[src/rtl/dds_phase_acc.sv]
module dds_phase_acc #(
  parameter int ACC_W = 32,
  parameter int PH_W  = 14
) (
  input  logic             clk,
  input  logic             rst_n,
  input  logic [ACC_W-1:0] ftw_in,
  input  logic [PH_W-1:0]  poff_in,
  input  logic             hold_clr_in,
  input  logic             auto_clr_in,
  input  logic             upd_strobe,
  output logic [PH_W-1:0]  phase_out
);
  localparam int TOP_LSB = ACC_W - PH_W;

  logic [ACC_W-1:0] acc_q, ftw_q;
  logic [PH_W-1:0]  poff_q;
  logic             hold_q, auto_q;

  logic [ACC_W-1:0] ftw_eff;
  logic             hold_eff, clr_now;

  assign ftw_eff  = upd_strobe ? ftw_in : ftw_q;
  assign hold_eff = upd_strobe ? hold_clr_in : hold_q;
  assign clr_now  = hold_eff | (upd_strobe & auto_clr_in);

  always_ff @(posedge clk) begin
    if (!rst_n) begin
      ftw_q  <= '0;
      poff_q <= '0;
      hold_q <= 1'b0;
      auto_q <= 1'b0;
    end else if (upd_strobe) begin
      ftw_q  <= ftw_in;
      poff_q <= poff_in;
      hold_q <= hold_clr_in;
      auto_q <= auto_clr_in;
    end
  end

  always_ff @(posedge clk) begin
    if (!rst_n)       acc_q <= '0;
    else if (clr_now) acc_q <= '0;
    else              acc_q <= acc_q + ftw_eff;
  end

  assign phase_out = acc_q[ACC_W-1:TOP_LSB] + poff_q;


  active_stable_chk: assert property (@(posedge clk) disable iff (!rst_n)
    !upd_strobe |=> ($stable(ftw_q) && $stable(poff_q) && $stable(hold_q) && $stable(auto_q)));


  acc_step_chk: assert property (@(posedge clk) disable iff (!rst_n)
    (!upd_strobe && !hold_q) |=> (acc_q == $past(acc_q) + $past(ftw_q)));


  hold_out_chk: assert property (@(posedge clk) disable iff (!rst_n)
    hold_q |-> (phase_out == poff_q));


  auto_clr_chk: assert property (@(posedge clk) disable iff (!rst_n)
    (upd_strobe && auto_clr_in) |=> (phase_out == poff_q && acc_q == '0));


  strobe_load_chk: assert property (@(posedge clk) disable iff (!rst_n)
    upd_strobe |=> (poff_q == $past(poff_in) && auto_q == $past(auto_clr_in)));
endmodule

[config.mk]
export PLATFORM = sky130hd
export DESIGN_NAME = dds_phase_acc
export DESIGN_NICKNAME = d
export VERILOG_FILES = /design/src/rtl/dds_phase_acc.sv
export SDC_FILE = /design/constraint.sdc
export NUM_CORES = 1
export LEC_CHECK = 0
export BUFFER_PORTS_ARGS = -buffer_cell sky130_fd_sc_hd__buf_2
export CAP_MARGIN = 20
export CORE_MARGIN = 2
export CORE_UTILIZATION = 53
export CTS_CLUSTER_SIZE = 10
export DETAILED_ROUTE_END_ITERATION = 7
export PLACE_DENSITY = 0.74
export SLEW_MARGIN = 20
export SYNTH_ARGS = -nofsm -noshare
export SYNTH_HDL_FRONTEND = slang
export SYNTH_SLANG_ARGS = --single-unit
[constraint.sdc]
create_clock -name clk -period 3.7 [get_ports clk]
set_clock_uncertainty 0.15 [all_clocks]
set_input_delay 0.74 -clock clk [delete_from_list [all_inputs] [get_ports clk]]
set_output_delay 0.74 -clock clk [all_outputs]
set_load 0.005 [all_outputs]
## Word-level counts from Yosys, hierarchy flattened

Index checks and enable logic that the tools add are counted.

| storage, ports and cells | value |
|---|---|
| register bits | 79 |
| output and inout port bits | 14 |

| cells by class | value |
|---|---|
| add/sub/neg operators | 2 |
| bitwise logic cells | 3 |
| multiplexer cells | 2 |
| reductions and logical operators | 1 |

Operators with widths:

| operator | count |
|---|---|
| 32-bit adder | 1 |
| 32-bit 2-to-1 mux | 1 |
| 14-bit adder | 1 |
| 2-bit OR reduction | 1 |
| 1-bit AND | 1 |
| 1-bit 2-to-1 mux | 1 |
| 1-bit NOT | 1 |
| 1-bit bitwise OR | 1 |

## Longest topological paths before layout

| logic depth | value |
|---|---|
| word-level depth | 3 |
| mapped depth | 12 |

## Worst setup path after synthesis

OpenSTA, ideal clock, no wires.

| timing | value |
|---|---|
| path kind | input port to flip-flop |
| start | in upd_strobe |
| end | reg acc_q[28] |
| stages | 11 |
| slack | -23 ps |
| path buffers | 2 |
| arrival | 3444 ps |
| cell sequence | buf_1 > clkbuf_1 > mux2_2 > ha_1 > a21o_1 > o21bai_1 > a221o_1 > a221o_1 > o21ai_2 > nand3_1 > nor3b_2 |

| between the ends | value |
|---|---|
| elaborated cells on any way between the ends | 6 |
| classes of those cells | 1 x add/sub; 2 x mux; 2 x bitwise; 1 x reduce/logical |

RTL lines:

| item | line | text |
|---|---|---|
| from (decl) | 11 | `input logic upd_strobe,` |
| 32-bit 2-to-1 mux | - |  |
| net ftw_eff[19] | 20 | `logic [ACC_W-1:0] ftw_eff;` |
| 32-bit adder | 44 | `else acc_q <= acc_q + ftw_eff;` |
| to (signal assigned) | 44 |  |
| to (decl) | 16 | `logic [ACC_W-1:0] acc_q, ftw_q;` |

The timed path passes the listed nets, and every way through them passes these cells.
A chain may end at the register's enable or synchronous reset.

## Final worst setup path

| timing | value |
|---|---|
| start | reg acc_q[18] |
| end | out phase_out[10] |

| between the ends | value |
|---|---|
| longest elaborated chain between the ends | 1 |

RTL lines:

| item | line | text |
|---|---|---|
| 14-bit adder | 47 | `assign phase_out = acc_q[ACC_W-1:TOP_LSB] + poff_q;` |
| to (decl) | 12 | `output logic [PH_W-1:0] phase_out` |

Every way passes these cells.

==> flow_summary_export.csv <==
group,metric,value,unit
cells_and_area,antennaDiodeCount,0,
pwr,intPower,0.00157,W
pwr,p_leak,2.53,nW
timing,maxSlewViolCount,0,
logic_synthesis,syn_area_per_cell,9.07,sq um
worst_setup_path,reg2regPathDepth,9,
cells_and_area,final_net_count,702,
timing,setup_ws,0.176,ns
die,ios,65,
pwr,power_density,394,nW/um^2
timing,rsz0062_at_grt,"no",
logic_synthesis,ys_dominant_reg_cell,"dfxtp_1",
logic_synthesis,synth-edff-count,0,
cells_and_area,stdcell_area,5570,sq um
pwr,p_seq_frac,0.425,
cells_and_area,layout-drive-gt1-share,0.228,
clock_tree,cts_tree,"done",
clock_tree,insertion_delay,0.36,ns
placement,gp_congestion,0.962,
clock_tree,h-tree-depth,3,
placement,dpl_cell_area,5350,sq um
grt,grt.total_usage,0.215,
timing,worst_pin_slew,0.400,ns
logic_synthesis,synth.distinct_cells,52,
worst_setup_path,cp.required,2.81,ns
grt,grt_first_pass_wirelength,17500,um
drt,vias,4066,
placement,post-place-ws,0.202,ns
logic_synthesis,ys_seq_area_frac,0.324,
clock_tree,cts_sinks,79,
logic_synthesis,synth-async-reset-ratio,0,
timing,setup_violations,0,
worst_setup_path,crit_type,"reg -> out",
hold_path,hp-class,"reg -> reg",
placement,hpwl,8060,um
logic_synthesis,yosysWarnings,0,
clock_tree,root_buffer,"clkbuf_8",
logic_synthesis,syn_nets,635,
logic_synthesis,syn_inst,538,
grt,grt_max_degree,28,
pwr,netSwitchingPower,0.000625,W
worst_setup_path,crit_arrival,2.63,ns
grt,antenna_found_initial,0,
pwr,ir_drop,0.000234,V
drt,post_drt_via_cell_ratio,5.64,
placement,io_buffers,64,
logic_synthesis,synth_seq_cells,79,
worst_setup_path,cp_max_fo,3,
cells_and_area,area_growth_syn_to_layout,14.2,%
clock_tree,ctsHoldBuffers,0,
timing,timing.final.crit_share,0.953,
die,initial_core_util,0.539,
pwr,swShare,0.285,
grt,grt_pass1_vias,3897,
logic_synthesis,netlist_area,4880,sq um
clock_tree,cts.clk_slew.worst_paths,0.08,ns
drt,route.detailed.drc,0,
die,die_x,100,um
outcome,outcome,"completed",
worst_setup_path,endpoint_kind,"output pin",
grt,grt-ovfl-total,0,
pwr,p_total,0.00219,W
timing,maxSlewHeadroom,0.732,
drt,first_iter_violations,191,
die,placementRows,35,
timing,hold_viol,0,
clock_tree,cts_max_path_buffers,2,
die,die_area,10000,sq um
drt,wl_per_cell,14.7,um
timing,layout_min_cycle_time,3.52,ns
timing,fmax,0.284,GHz
worst_setup_path,crit_path_start_kind,"register",
drt,firstDrtPassIters,5,
clock_tree,cts_buffers,9,
pwr,power_frac_comb,0.239,
timing,hold_slack,0.383,ns
pwr,clkPwrFrac,0.335,
drt,ant_nets,0,
run,max_cap_viol_count,0,
timing,setup_tns,0,ns
hold_path,min_path_cells,2,
drt,wirelength,10600,um
die,core_area,9060,sq um
die,die-height,100,um
==> cell families (layout without fill, tap and decap cells) <==
logic type	count (synthesis)	count (layout)	share of synthesized area
xor+xnor	32	32	0.0574
mux	49	49	0.108
fa+ha+maj	46	46	0.121
buf+inv	25	97	0.0223
compound gates	131	131	0.181
simple gates	176	176	0.186
flops	79	79	0.324
==> repair_timing <==
| action | in CTS | in global routing |
|---|---|---|
| setup endpoints to repair | 0 | 2 |
| buffers inserted | 0 | 0 |
| gates resized for setup | 0 | 2 |
==> final cells by class <==
cell class	instances	area, sq um
clock inverter	3	65.1
fill	741	3490
timing repair buffer	74	408
sequential	79	1580
clock buffer	13	159
inverter	7	26.3
tap	111	139
multi-input combinational	434	3200
==> synthesized netlist by cell type, drive strengths merged (8+ instances only) <==
master   n  area share
dfxtp   79        0.32
a21oi   46       0.049
ha      44        0.11
nor2    44       0.034
and2    35       0.045
mux2    31       0.072
nand2   31       0.024
o21ai   26       0.028
xnor2   24       0.043
nor2b   19       0.024
mux2i   18       0.037
nor3    16       0.016
a21o    12       0.018
clkbuf  11      0.0085
o21a    11       0.017
nand2b   9       0.012
o211ai   8       0.016
xor2     8       0.014
==> layer usage <==
layer,wire length (um),vias to the layer above,global-route usage,share of wire
li1,-,2063,-,-
met1,4930,1875,0.276,0.47
met2,4910,109,0.365,0.46
met3,526,19,0.0362,0.050
met4,215,0,0.0790,0.020
met5,0,-,0,0
==> through the flow <==
step / util / cells
after global placement: 0.590 / 705
after floorplan: - / 538
final: 0.615 / 721
after detailed placement: 0.590 / 705
after CTS: 0.614 / 721
after global routing: 0.615 / 721
==> cells in the final DEF, fill, tap and decap left out, types with 19 or more instances in the layout <==
master,count
nor2_1,44
dfxtp_1,79
o21ai_0,21
and2_1,35
nor2b_1,19
nand2_1,31
xnor2_1,24
mux2_2,31
a21oi_1,42
buf_2,64
ha_1,44
==> final timing paths <==
check	startpoint	to	slack (ns)
worst max register to register	ftw_q[2]$_SDFF_PN0_	acc_q[30]$_SDFF_PP0_	1.03
worst min register to register	poff_q[12]$_SDFFE_PN0P_	poff_q[12]$_SDFFE_PN0P_	0.38
worst min-delay path	poff_q[12]$_SDFFE_PN0P_	poff_q[12]$_SDFFE_PN0P_	0.38
worst max-delay path	acc_q[18]$_SDFF_PP0_	phase_out[10]	0.18
==> flip-flops by register name, summed over array words and instances, names as in the netlist <==
signal,flops
ftw_q,32
hold_q,1
acc_q,32
poff_q,14
==> critical path: stages (launching register included) <==
cell      delay, ns
dfxtp_1        0.33
ha_1           0.23
fa_1           0.41
a21o_1         0.19
a21oi_2        0.18
nand2b_1       0.19
a211oi_1       0.10
o21ai_1        0.20
nor2b_1        0.19
xnor2_1        0.13
buf_2          0.13
==> power groups by stage <==
stage | registers [W] | clock network (W) | logic [W]
2_1_floorplan | 0.000945 | 0 | 0.000390
3_3_place_gp | 0.000951 | 0 | 0.000506
3_5_place_dp | 0.000954 | 0 | 0.000518
4_1_cts | 0.000934 | 0.000742 | 0.000523
5_1_grt | 0.000939 | 0.000780 | 0.000583
6_report | 0.000933 | 0.000736 | 0.000525
(Power assumes the default switching activity.)
